$ cat src/rtl/pwm2_pkg.sv
package pwm2_pkg;

  typedef enum logic [1:0] {
    ACT_NONE = 2'd0,
    ACT_CLR  = 2'd1,
    ACT_SET  = 2'd2,
    ACT_TGL  = 2'd3
  } act_e;

  typedef struct packed {
    logic thr_b;
    logic thr_a;
    logic prd;
    logic zero;
  } evt_t;

  // Divide factor: power-of-two coarse part times even-step fine part.
  function automatic int unsigned prescale_factor(logic [2:0] coarse, logic [2:0] fine);
    int unsigned f;
    f = (fine == 3'd0) ? 1 : 2 * int'(fine);
    return (32'd1 << coarse) * f;
  endfunction

  // Highest-ranked fired event with a non-zero action wins.
  function automatic act_e pick_act(evt_t ev, logic [7:0] ctl);
    act_e r;
    r = ACT_NONE;
    if (ev.zero  && ctl[1:0] != 2'd0) r = act_e'(ctl[1:0]);
    if (ev.prd   && ctl[3:2] != 2'd0) r = act_e'(ctl[3:2]);
    if (ev.thr_b && ctl[7:6] != 2'd0) r = act_e'(ctl[7:6]);
    if (ev.thr_a && ctl[5:4] != 2'd0) r = act_e'(ctl[5:4]);
    return r;
  endfunction

  function automatic logic apply_act(logic cur, act_e a);
    case (a)
      ACT_CLR: return 1'b0;
      ACT_SET: return 1'b1;
      ACT_TGL: return ~cur;
      default: return cur;
    endcase
  endfunction

endpackage

$ cat src/rtl/pwm2_prescaler.sv
module pwm2_prescaler #(
  parameter int DIV_W = 11
) (
  input  logic       clk,
  input  logic       rst_n,
  input  logic       en,
  input  logic [2:0] coarse,
  input  logic [2:0] fine,
  output logic       tick
);
  import pwm2_pkg::*;

  logic [DIV_W-1:0] pre_q;
  logic [DIV_W-1:0] lim;

  assign lim  = DIV_W'(prescale_factor(coarse, fine) - 1);
  assign tick = en && (pre_q >= lim);

  always_ff @(posedge clk) begin
    if (!rst_n)      pre_q <= '0;
    else if (en) begin
      if (pre_q >= lim) pre_q <= '0;
      else              pre_q <= pre_q + 1'b1;
    end
  end


  pre_hold_chk: assert property (@(posedge clk) disable iff (!rst_n)
    !en |=> $stable(pre_q));

endmodule

$ cat src/rtl/pwm2_timebase.sv
module pwm2_timebase
  import pwm2_pkg::*;
#(
  parameter int W = 16
) (
  input  logic         clk,
  input  logic         rst_n,
  input  logic         tick,
  input  logic [W-1:0] stg_prd,
  input  logic [W-1:0] stg_thr_a,
  input  logic [W-1:0] stg_thr_b,
  output evt_t         ev
);

  logic [W-1:0] cnt_q, prd_q, thr_a_q, thr_b_q;
  logic         wrap;

  assign wrap     = tick && (cnt_q == prd_q);
  assign ev.zero  = tick && (cnt_q == '0);
  assign ev.prd   = wrap;
  assign ev.thr_a = tick && (cnt_q == thr_a_q);
  assign ev.thr_b = tick && (cnt_q == thr_b_q);

  always_ff @(posedge clk) begin
    if (!rst_n) begin
      cnt_q   <= '0;
      prd_q   <= '0;
      thr_a_q <= '0;
      thr_b_q <= '0;
    end else if (wrap) begin
      cnt_q   <= '0;
      prd_q   <= stg_prd;
      thr_a_q <= stg_thr_a;
      thr_b_q <= stg_thr_b;
    end else if (tick) begin
      cnt_q   <= cnt_q + 1'b1;
    end
  end


  cnt_bound_chk: assert property (@(posedge clk) disable iff (!rst_n)
    cnt_q <= prd_q);

  wrap_zero_chk: assert property (@(posedge clk) disable iff (!rst_n)
    wrap |=> (cnt_q == '0));

  shadow_hold_chk: assert property (@(posedge clk) disable iff (!rst_n)
    !wrap |=> ($stable(prd_q) && $stable(thr_a_q) && $stable(thr_b_q)));

  cnt_freeze_chk: assert property (@(posedge clk) disable iff (!rst_n)
    !tick |=> $stable(cnt_q));

endmodule

$ cat src/rtl/pwm2_aq.sv
module pwm2_aq
  import pwm2_pkg::*;
(
  input  logic       clk,
  input  logic       rst_n,
  input  logic       en,
  input  evt_t       ev,
  input  logic [7:0] ctl,
  output logic       out
);

  act_e act;
  assign act = pick_act(ev, ctl);

  always_ff @(posedge clk) begin
    if (!rst_n)   out <= 1'b0;
    else if (!en) out <= 1'b0;
    else          out <= apply_act(out, act);
  end


  none_hold_chk: assert property (@(posedge clk) disable iff (!rst_n)
    (en && ev == '0) |=> $stable(out));

  off_low_chk: assert property (@(posedge clk) disable iff (!rst_n)
    !en |=> !out);

endmodule

$ cat src/rtl/pwm2_top.sv
module pwm2_top
  import pwm2_pkg::*;
#(
  parameter int W     = 16,
  parameter int NCH   = 2,
  parameter int DIV_W = 11
) (
  input  logic         clk,
  input  logic         rst_n,
  input  logic         en,
  input  logic         wr_en,
  input  logic [2:0]   wr_addr,
  input  logic [W-1:0] wr_data,
  output logic         out_a,
  output logic         out_b
);

  localparam logic [2:0] A_PRESC = 3'd0;
  localparam logic [2:0] A_PRD   = 3'd1;
  localparam logic [2:0] A_THRA  = 3'd2;
  localparam logic [2:0] A_THRB  = 3'd3;
  localparam logic [2:0] A_CTL0  = 3'd4;

  logic [5:0]   presc_q;
  logic [W-1:0] stg_prd, stg_thr_a, stg_thr_b;
  logic [7:0]   ctl_q [NCH];
  logic [NCH-1:0] outs;
  logic         tb_tick;
  evt_t         ev;

  always_ff @(posedge clk) begin
    if (!rst_n) begin
      presc_q   <= '0;
      stg_prd   <= '0;
      stg_thr_a <= '0;
      stg_thr_b <= '0;
    end else if (wr_en) begin
      case (wr_addr)
        A_PRESC: presc_q   <= wr_data[5:0];
        A_PRD:   stg_prd   <= wr_data;
        A_THRA:  stg_thr_a <= wr_data;
        A_THRB:  stg_thr_b <= wr_data;
        default: ;
      endcase
    end
  end

  pwm2_prescaler #(.DIV_W(DIV_W)) u_pre (
    .clk(clk), .rst_n(rst_n), .en(en),
    .coarse(presc_q[2:0]), .fine(presc_q[5:3]), .tick(tb_tick)
  );

  pwm2_timebase #(.W(W)) u_tb (
    .clk(clk), .rst_n(rst_n), .tick(tb_tick),
    .stg_prd(stg_prd), .stg_thr_a(stg_thr_a), .stg_thr_b(stg_thr_b),
    .ev(ev)
  );

  for (genvar ch = 0; ch < NCH; ch++) begin : g_ch
    always_ff @(posedge clk) begin
      if (!rst_n) ctl_q[ch] <= '0;
      else if (wr_en && wr_addr == A_CTL0 + 3'(ch)) ctl_q[ch] <= wr_data[7:0];
    end

    pwm2_aq u_aq (
      .clk(clk), .rst_n(rst_n), .en(en),
      .ev(ev), .ctl(ctl_q[ch]), .out(outs[ch])
    );
  end

  assign out_a = outs[0];
  assign out_b = outs[1];

endmodule

$ cat config.mk
export PLATFORM = sky130hd
export DESIGN_NAME = pwm2_top
export DESIGN_NICKNAME = d
export VERILOG_FILES = /design/src/rtl/pwm2_pkg.sv /design/src/rtl/pwm2_prescaler.sv /design/src/rtl/pwm2_timebase.sv /design/src/rtl/pwm2_aq.sv /design/src/rtl/pwm2_top.sv
export SDC_FILE = /design/constraint.sdc
export NUM_CORES = 1
export LEC_CHECK = 0
export BUFFER_PORTS_ARGS = -buffer_cell sky130_fd_sc_hd__buf_2
export CAP_MARGIN = 10
export CORE_ASPECT_RATIO = 0.8
export CORE_MARGIN = 2
export CORE_UTILIZATION = 45
export DETAILED_ROUTE_END_ITERATION = 10
export GPL_TIMING_DRIVEN = 1
export SETUP_SLACK_MARGIN = 0.2
export SLEW_MARGIN = 20
export SYNTH_ARGS = -nofsm -noshare
export SYNTH_HDL_FRONTEND = slang
export SYNTH_SLANG_ARGS = --single-unit
$ cat constraint.sdc
create_clock -name clk -period 6.2 [get_ports clk]
set_clock_uncertainty 0.1 [all_clocks]
set_input_delay 1.24 -clock clk [delete_from_list [all_inputs] [get_ports clk]]
set_output_delay 1.24 -clock clk [all_outputs]
set_load 0.02 [all_outputs]
# After elaboration in Yosys (flattened, before gate mapping)
# Memory sizes are Yosys's and may differ from the RTL's.
# Cells that the tools add are included.
# totals
register_bits,131
latchBits,0
mem_count,1
inputBits,23
romBits,0
out_inout_bits,2
elab_cells,92
ramBits,16
# mem_list
memory,depth,word_bits,rd,rd_clocked_by_memory_dff,wr,line,rtl
ctl_q,2,8,2,0,2,pwm2_top.sv:26,logic [7:0] ctl_q [NCH];
# op_classes
n_shift,1
order_cmp,1
mul,1
n_mux,21
bitwise_logic,5
n_div,0
n_eq_ne,14
n_reduce_logical,34
addsub,3
# ops
operator,n
== test 16 bit,3
multiplier 32 x 32 -> 11 bit,1
"<< shifter 1 x 3 -> 32 bit, first input constant",1
"adder 16 x 1 -> 16 bit, second input constant",1
zero test 16 bit,1
2-to-1 mux 2 bit,8
2-to-1 mux 8 bit,2
nonzero test 2 bit,8
logical AND 1 bit,15
"adder 11 x 1 -> 11 bit, second input constant",1
>= comparator 11 bit,1
2-to-1 mux 11 bit,1
"subtractor 11 x 1 -> 11 bit, second input constant",1
AND reduction 2 bit,5
"== test 2 bit, second input constant",4
2-to-1 mux 1 bit,7
"== test 3 x 2 -> 1 bit, second input constant",2
"== test 3 bit, second input constant",2
zero test 3 bit,2
case mux 1 bit (3 select lines),2
nonzero test 3 bit,2
"== test 2 x 1 -> 1 bit, second input constant",2
2-to-1 mux 4 bit,1
"== test 3 x 1 -> 1 bit, second input constant",1
3 further kinds,6

# Depth between registers and ports, before layout
# Gate-level depths: netlist of run 1.
# depth
depth_word,14
depth_mapped,28
mapped_depth_nobuf,25

# By module
# Synthesis of run 1 repeated with hierarchy kept, for this count alone.
# unflattened
cells_unflattened,889
area_unflattened_um2,8012.7
# by_module_without_submodules
module,seq_area_each_um2,cells_each,area_per_inst_um2,n_inst
pwm2_timebase,1281.2,389,3240.6,1
pwm2_top,1561.5,236,2628.8,1
pwm2_prescaler,220.2,234,1905.6,1
pwm2_aq,20.0,15,118.9,2

# Worst setup path before layout of run 1
# No wires, ideal clock.
# synth_path
path_kind,reg-to-reg
from,register presc_q[0]
to,register g_ch[0].u_aq.out
arrival_ns,5.357
path_stages_with_launch,24
t_required_ns,6.021
n_path_buf,3
setup_slack_ns,0.664
setup_ns,0.079
synth_period_minus_slack_ns,5.536
cell_sequence,dfxtp_1 clkbuf_1 clkbuf_1 nand3_1 ha_1 fa_1 inv_1 fa_1 ha_1 a21oi_1 nand2b_1 a21boi_0 o41ai_1 o21ai_0 xnor2_1 ha_1 nand4_1 o311ai_2 o21a_1 and4_1 buf_1 nand2_1 o2111a_1 a211oi_2
# synth_via
elab_chain_len,13
elab_cells_between_ends,22
cone_classes,add/sub (1); mul (1); order compare (1); eq/ne (3); shift (1); mux (5); reduce/logical (10)
# synth_rtl
element,line,rtl
from (decl),pwm2_top.sv:24,logic [5:0] presc_q;
from (signal assigned),pwm2_top.sv:39,A_PRESC: presc_q <= wr_data[5:0];
<< shifter 1 x 3 -> 32 bit *,pwm2_pkg.sv:21,return (32'd1 << coarse) * f;
multiplier 32 x 32 -> 11 bit *,pwm2_pkg.sv:21,
subtractor 11 x 1 -> 11 bit *,pwm2_prescaler.sv:16,"assign lim = DIV_W'(prescale_factor(coarse, fine) - 1);"
>= comparator 11 bit *,pwm2_prescaler.sv:17,assign tick = en && (pre_q >= lim);
logical AND 1 bit *,pwm2_prescaler.sv:17,
logical AND 1 bit,pwm2_timebase.sv:19,assign ev.zero = tick && (cnt_q == '0);
logical AND 1 bit,pwm2_pkg.sv:28,if (ev.zero && ctl[1:0] != 2'd0) r = act_e'(ctl[1:0]);
2-to-1 mux 2 bit,pwm2_pkg.sv:28,
2-to-1 mux 2 bit,pwm2_pkg.sv:29,if (ev.prd && ctl[3:2] != 2'd0) r = act_e'(ctl[3:2]);
2-to-1 mux 2 bit,pwm2_pkg.sv:30,if (ev.thr_b && ctl[7:6] != 2'd0) r = act_e'(ctl[7:6]);
2-to-1 mux 2 bit *,pwm2_pkg.sv:31,if (ev.thr_a && ctl[5:4] != 2'd0) r = act_e'(ctl[5:4]);
== test 2 bit or == test 2 x 1 -> 1 bit (tied branches),pwm2_pkg.sv:36,case (a)
case mux 1 bit (3 select lines) or nonzero test 3 bit (tied branches),n/a,
to (signal assigned),pwm2_aq.sv:18,"else out <= apply_act(out, act);"
to (decl),pwm2_aq.sv:9,output logic out
# Every way passes the cells marked *; elsewhere a longest branch is shown, timed or not.
# A chain may end at the register's enable or synchronous reset.

# Final worst setup path of run 1
# layout_path
from,register presc_q[5]
to,register g_ch[0].u_aq.out
# layout_via
elab_chain_len,14
elab_cells_between_ends,23
cone_classes,add/sub (1); mul (1); order compare (1); eq/ne (3); mux (6); reduce/logical (11)
# layout_rtl
element,line,rtl
zero test 3 bit,pwm2_pkg.sv:20,f = (fine == 3'd0) ? 1 : 2 * int'(fine);
2-to-1 mux 4 bit *,pwm2_pkg.sv:20,
multiplier 32 x 32 -> 11 bit *,pwm2_pkg.sv:21,
subtractor 11 x 1 -> 11 bit *,pwm2_prescaler.sv:16,
>= comparator 11 bit *,pwm2_prescaler.sv:17,
logical AND 1 bit *,pwm2_prescaler.sv:17,
logical AND 1 bit,pwm2_timebase.sv:19,
logical AND 1 bit,pwm2_pkg.sv:28,
2-to-1 mux 2 bit,pwm2_pkg.sv:28,
2-to-1 mux 2 bit,pwm2_pkg.sv:29,
2-to-1 mux 2 bit,pwm2_pkg.sv:30,
2-to-1 mux 2 bit *,pwm2_pkg.sv:31,
== test 2 bit or == test 2 x 1 -> 1 bit (tied branches),pwm2_pkg.sv:36,
case mux 1 bit (3 select lines) or nonzero test 3 bit (tied branches),n/a,
# Marked as above.

==> flow_metrics.py, run 1 <==
metrics = {
    "die": {
        "start_util_pct": 45.7,
        "die_area_um2": 18600,
        "core-area_um2": 17300,
        "fp-row-count": 43,
        "io_pins": 25,
        "die-width_um": 152,
        "die-height_um": 123,
    },
    "sta": {
        "rsz0062_at_grt": "false",
        "setup_viol": 0,
        "worst_pin_slew_ps": 1040,
        "finalCriticalPeriod_ps": 5680,
        "finalCritPeriodShare_pct": 91.6,
        "fmax_mhz": 176,
        "timing.setup.tns_ps": 0,
        "finalHoldViolCount": 0,
        "drv_slew": 0,
        "timing.slew.headroom_pct": 30.3,
    },
    "worst_setup_path": {
        "worst-setup-path-type": "reg -> reg",
        "cp_common_cell": "ha_1",
        "worst_setup_path_start_kind": "flop",
        "endpoint_kind": "flop",
        "cp.required_ps": 6440,
        "r2r_cells": 23,
        "crit_chain": "nor2b_2 > nand2_1 > ha_1 > fa_1 > inv_1 > fa_1 > ha_1 > nor2b_1 > o21ai_0 > a21boi_0 > o21ai_0 > nand2b_1 > a21o_1 > a21oi_1 > xor2_1 > ha_1 > nand4_1 > o311ai_4 > o21a_1 > and4_1 > nand2_1 > o2111a_1 > a211oi_2",
        "worstPathArrival_ps": 5920,
        "crit_family": "adder cells",
        "cp_slowest_stage_delay_ps": 510,
        "crit_cells": 23,
        "crit_fanout": 7,
        "crit_buf_inv": 1,
        "reg2reg_slack_ps": 520,
        "slowest_stage": "fa_1",
    },
    "logic_synthesis": {
        "syn_area_um2": 7900,
        "yosys_warnings": 0,
        "synthTopCellsByArea": "dfxtp_1, mux2i_1, nand2_1",
        "syn-instance-count": 863,
        "seq_area_frac_synth_pct": 39.3,
        "ys.flop_type": "dfxtp_1",
        "ys_ff_latch": 147,
        "yosysTopAreaCell": "dfxtp_1",
        "synthDistinctLibCells": 45,
        "syn-num-nets": 934,
        "synth_edf_count": 16,
        "yosysTopAreaCellShare_pct": 33.2,
        "syn_area_per_cell_um2": 9.15,
        "ys_async_sr_fraction_pct": 0,
    },
    "pwr": {
        "p_leak_uw": 0.00321,
        "p_per_area_nw_per_um2": 246,
        "ir_drop_mv": 0.156,
        "power_uw": 2170,
    },
    "grt": {
        "grtUsageTotal_pct": 20.1,
        "antenna_found_initial": 0,
        "grt_pass1_wl_um": 29100,
        "gr-total-overflow": 0,
        "grt_pass1_vias": 5309,
        "grt_start_max_net_pins": 102,
    },
    "clocking": {
        "cts_max_level": 4,
        "cts_buffer_depth": 2,
        "cts_root_buffer": "clkbuf_16",
        "ctsHoldBuffers": 0,
        "clock_latency_ps": 430,
        "cts_setup_buffers": 0,
        "cts_made_buffers": 17,
        "clkSinkCount": 147,
        "cts_tree": "built",
        "clkTransAtPathRegs_ps": 70,
    },
    "drt": {
        "antenna_left": 0,
        "drt_iter0_drc": 370,
        "totalWireLength_um": 18100,
        "dr_total_vias": 5616,
        "drc": 0,
        "firstDrtPassIters": 4,
        "wl_per_cell_um": 16.4,
        "viasPerCell": 5.10,
    },
    "placed_design": {
        "io_buffer_count": 24,
        "placed_area_um2": 8160,
        "dp_hpwl_um": 13100,
        "dp.cells": 1069,
        "gp_congestion": 0.834,
    },
    "worst_hold_path": {
        "min_path_type": "reg -> reg",
        "whs_path_depth": 2,
    },
    "final_layout": {
        "syn2layout_area_growth_pct": 11.3,
        "drive_gt1_share_pct": 9.93,
        "final_area_um2": 8790,
        "fin_cells": 1101,
        "fillers": 1623,
        "diodes": 0,
        "final_net_count": 934,
    },
    "run_status": {
        "status": "finished clean",
    },
    "run": {
        "max-cap-violations": 0,
    },
}
-- path summary, 6_finish.rpt --
check	from	end
worst max register to register	presc_q[5]	g_ch[0].u_aq.out
worst max-delay path	presc_q[5]	g_ch[0].u_aq.out
worst min-delay path	stg_prd[9]	stg_prd[9]
worst min register to register	stg_prd[9]	stg_prd[9]
-- sequential cells by signal (all words and copies together), names as in the netlist --
signal and flops:
ctl_q 16, stg_prd 16, stg_thr_a 16, stg_thr_b 16
u_tb.cnt_q 16, u_tb.prd_q 16, u_tb.thr_a_q 16, u_tb.thr_b_q 16
u_pre.pre_q 11, presc_q 6, g_ch.u_aq.out 2
-- timing repair --
item / CTS / global route
setup endpoints to repair: 0 / 71
hold endpoints to repair: 0 / 0
gates resized for setup: 0 / 7
-- final cells by class --
cell class | instances | area, µm² | share of cell area (%)
clock inverters | 15 | 161 | 1.84
well taps | 225 | 282 | 3.20
inverters | 36 | 135 | 1.54
clock buffers | 17 | 425 | 4.84
multi-input cells | 626 | 4470 | 50.8
flip-flops and latches | 147 | 3100 | 35.3
repair buffers | 35 | 215 | 2.45
-- through the flow --
step | setup slack (ps) | hold WS [ps] | util (%)
floorplan | 664 | 343 | -
global placement | 513 | 355 | 47.2
detailed placement | 390 | 361 | 47.3
CTS | 378 | 370 | 50.7
global route | 205 | 388 | 50.9
finish | 519 | 365 | 50.9
-- worst min-delay path: cells and delay by family (launching register included) --
kind / cells / cell delay, ps
simple gates: 1 / 50
compound gates: 1 / 60
flops: 1 / 310
-- cell usage after synthesis (5+ instances only) --
cell type    n
nand2_1    136
a21boi_0    50
edfxtp_1    16
xor2_1      26
nor2b_1     60
buf_2       15
nand3_1     16
ha_1        35
nand4_1     20
nor4_1       6
a21o_1       5
inv_1       36
o21ai_0      7
and3_1       9
mux2i_1     55
dfxtp_1    131
nand2b_1    13
nor3_1       7
buf_4        8
and2_1      21
xnor2_1     50
fa_1        13
or3_1        7
a21oi_1     13
clkbuf_1    30
nor2_1      45
-- layout by cell type (no fill, tap or decap), types with 3 or more instances in the layout --
| cell | count |
|---|---|
| nand2_1 | 136 |
| dfxtp_1 | 130 |
| nor2b_1 | 58 |
| mux2i_1 | 55 |
| a21boi_0 | 50 |
| xnor2_1 | 50 |
| nor2_1 | 45 |
| inv_1 | 36 |
| ha_1 | 35 |
| xor2_1 | 26 |
| buf_2 | 24 |
| and2_1 | 21 |
| nand4_1 | 20 |
| clkbuf_16 | 17 |
| nand3_1 | 16 |
| edfxtp_1 | 16 |
| nand2b_1 | 13 |
| fa_1 | 13 |
| a21oi_1 | 12 |
| buf_4 | 10 |
| and3_1 | 9 |
| o21ai_0 | 7 |
| or3_1 | 7 |
| inv_6 | 7 |
| nor3_1 | 6 |
| nor4_1 | 6 |
| a21o_1 | 5 |
| xnor2_2 | 4 |
| o211ai_1 | 3 |
| and4_1 | 3 |
| inv_8 | 3 |
| clkinv_8 | 3 |
-- report_power, final --
part	switching (µW)	internal, µW	total [µW]	leakage, µW
clock network	462	540	1000	0.000288
logic	102	69.9	172	0.00171
registers	14.0	977	991	0.00121
-- cells by family after synthesis --
family	count (synthesis)	share of synthesized area, %
AND/OR/NAND/NOR	349	22.0
flip-flops	147	39.3
AO/OA/AOI/OAI	94	8.81
buffers and inverters	90	4.89
XOR/XNOR	80	9.25
multiplexers	55	6.97
adder cells (fa/ha/maj)	48	8.84
-- per-layer routing --
metal,track usage [%],vias to the layer above,part of all wire [%]
met1,32.3,2628,57
met3,3.71,12,3.7
met5,0,-,0
li1,-,2885,-
met4,4.79,0,0.79
met2,27.2,91,39
Power figures use the tool's default switching activity.
==> run 2, diff against run 1 <==
--- a/config.mk
+++ b/config.mk
@@ -10,8 +10,10 @@
 export CORE_ASPECT_RATIO = 0.8
 export CORE_MARGIN = 2
 export CORE_UTILIZATION = 45
+export CTS_CLUSTER_SIZE = 28
 export DETAILED_ROUTE_END_ITERATION = 10
 export GPL_TIMING_DRIVEN = 1
+export REMOVE_ABC_BUFFERS = 1
 export SETUP_SLACK_MARGIN = 0.2
 export SLEW_MARGIN = 20
 export SYNTH_ARGS = -nofsm -noshare
==> run 2 against run 1 <==
Compared with the run above: total power increased by 7.3%; global-route usage decreased by 0.28 points; sequential share of layout area down 0.46 points; cell count increased by 0.45%; non-clock buffer count rose by 5; flip-flop and latch count is the same; die area stayed put; worst hold slack worse by 1.1 ps; fmax shrank 0.56%; via count decreased by 0.55%; critical path type unchanged; largest cell class unchanged; highest routed layer unchanged.
==> flow_metrics.py, run 2 (synthesis results as in run 1) <==
metrics = {
    "run_status": {
        "status": "finished clean",
    },
    "worst_setup_path": {
        "startpoint": "presc_q[5]",
        "timing.rr.start": "presc_q[5]",
        "cp.required_ps": 6440,
        "reg2reg_slack_ps": 490,
        "worst-setup-path-type": "reg -> reg",
        "timing.rr.end": "g_ch[1].u_aq.out",
        "r2r_cells": 22,
        "endpoint_kind": "flop",
        "worst_setup_path_start_kind": "flop",
        "crit_fanout": 8,
        "worstPathArrival_ps": 5950,
    },
    "pwr": {
        "power_uw": 2320,
        "p_clk_share_pct": 49.8,
        "p_leak_uw": 0.00328,
        "comb_power_share_pct": 7.5,
        "p_int_uw": 1800,
        "ir_drop_mv": 0.163,
        "swShare_pct": 22.5,
        "switchingPower_uw": 522,
        "p_per_area_nw_per_um2": 260,
        "pwr-share-seq_pct": 42.7,
    },
    "sta": {
        "finalHoldViolCount": 0,
        "timing.slew.headroom_pct": 39.6,
        "worst_pin_slew_ps": 906,
        "setup_viol": 0,
        "rsz0062_at_grt": "false",
        "layout_setup_ws_ps": 487,
        "drv_slew": 0,
        "fmax_mhz": 175,
        "timing.setup.tns_ps": 0,
        "finalCriticalPeriod_ps": 5710,
        "finalCritPeriodShare_pct": 92.2,
    },
    "clocking": {
        "clkSinkCount": 147,
        "cts_max_level": 4,
        "cts_buffer_depth": 2,
        "clkTransAtPathRegs_ps": 60,
        "cts_tree": "built",
        "cts_made_buffers": 17,
        "cts_root_buffer": "clkbuf_16",
        "clock_latency_ps": 420,
    },
    "drt": {
        "totalWireLength_um": 18000,
        "antenna_left": 0,
        "wl_per_cell_um": 16.3,
        "dr_total_vias": 5585,
        "firstDrtPassIters": 4,
        "drt_iter0_drc": 311,
        "viasPerCell": 5.05,
        "drc": 0,
    },
    "final_layout": {
        "final_area_um2": 8930,
        "drive_gt1_share_pct": 11.0,
        "syn2layout_area_growth_pct": 13.0,
        "diodes": 0,
        "final_common_cell": "nand2_1",
        "mostFrequentLayoutCells": "nand2_1, dfxtp_1, nor2b_1, mux2i_1",
        "final_util_pct": 51.7,
        "final_net_count": 939,
    },
    "die": {
        "die-width_um": 152,
        "die-height_um": 123,
        "io_pins": 25,
        "core-area_um2": 17300,
        "start_util_pct": 45.7,
        "die_area_um2": 18600,
        "fp-row-count": 43,
    },
    "grt": {
        "gr-total-overflow": 0,
        "antenna_found_initial": 0,
        "grtUsageTotal_pct": 19.8,
        "grt_pass1_wl_um": 28800,
        "grt_start_max_net_pins": 64,
        "grt_pass1_vias": 5270,
    },
    "placed_design": {
        "placed_area_um2": 8170,
        "gp_congestion": 0.868,
        "io_buffer_count": 24,
        "dp_hpwl_um": 12600,
        "post-place-ws_ps": 339,
    },
    "worst_hold_path": {
        "whs_path_depth": 2,
        "min_to": "stg_thr_a[7]",
        "hold_start": "stg_thr_a[7]",
        "min_path_type": "reg -> reg",
    },
    "run": {
        "max-cap-violations": 0,
    },
}
## run 2: changes by cell type in the layout (fill, tap and decap cells not counted), sizes merged
cell / change
bufinv: +5
inv: -7
clkbuf: +4
clkinv: -3
buf: +5
clkinvlp: +1
## run 2: through the flow
stage	hold WS (ps)	instances
detailed placement	359	1070
CTS	366	1102
floorplan	343	809
finish	364	1106
global route	389	1106
global placement	354	1070
## run 2: repair_timing
| item | 4_1_cts | 5_1_grt |
|---|---|---|
| endpoints found under the hold margin | 0 | 0 |
| setup endpoints to repair | 0 | 69 |
| hold buffers | 0 | 0 |
| gates resized for setup | 0 | 17 |
| setup buffers | 0 | 4 |
## run 2: how the worst max path moves through the flow
stage	end	slack, ps	depth (start not counted)
floorplan	g_ch[0].u_aq.out	-560	21
global placement	g_ch[1].u_aq.out	490	21
detailed placement	g_ch[1].u_aq.out	340	21
CTS	g_ch[1].u_aq.out	300	21
global route	g_ch[1].u_aq.out	130	21
finish	g_ch[1].u_aq.out	490	22
## run 2: power groups by stage
stage,logic (µW),clock network (µW),registers [µW]
detailed placement,167,0,1010
global placement,164,0,1010
finish,175,1160,992
CTS,167,1180,992
global route,195,1210,994
floorplan,109,0,1010
## run 2: critical path, cell delays in order (launching register included)
cell and delay [ps]:
dfxtp_2 380, nor2b_2 230, nand2_1 80, ha_1 340, fa_1 520, inv_1 60
fa_1 450, ha_1 350, a21oi_1 210, nand2b_1 130, a21boi_0 120, o41ai_2 350
o21ai_0 180, xnor2_1 160, ha_1 330, a41oi_2 280, o311ai_4 170, o21a_1 260
buf_4 170, and2_1 150, a32o_1 260, o2111a_1 140, a211oi_2 200
## run 2: layer usage
layer  up-vias  part of all wire [%]  global-route usage (%)  wire length [µm]
met1      2611                    55                    30.7              9960
met4         0                  0.87                    4.73               157
li1       2886                     -                       -                 -
met2        75                    40                    27.3              7110
met3        13                   4.2                    4.73               764
met5         -                     0                       0                 0
## run 2: area by class of cell
cell class              count  area (µm²)
clock buffers              21         472
clock inverters            11         195
fillers                  1594        8340
inverters                  36         135
multi-input cells         626        4480
flip-flops and latches    147        3110
well taps                 225         282
repair buffers             40         253
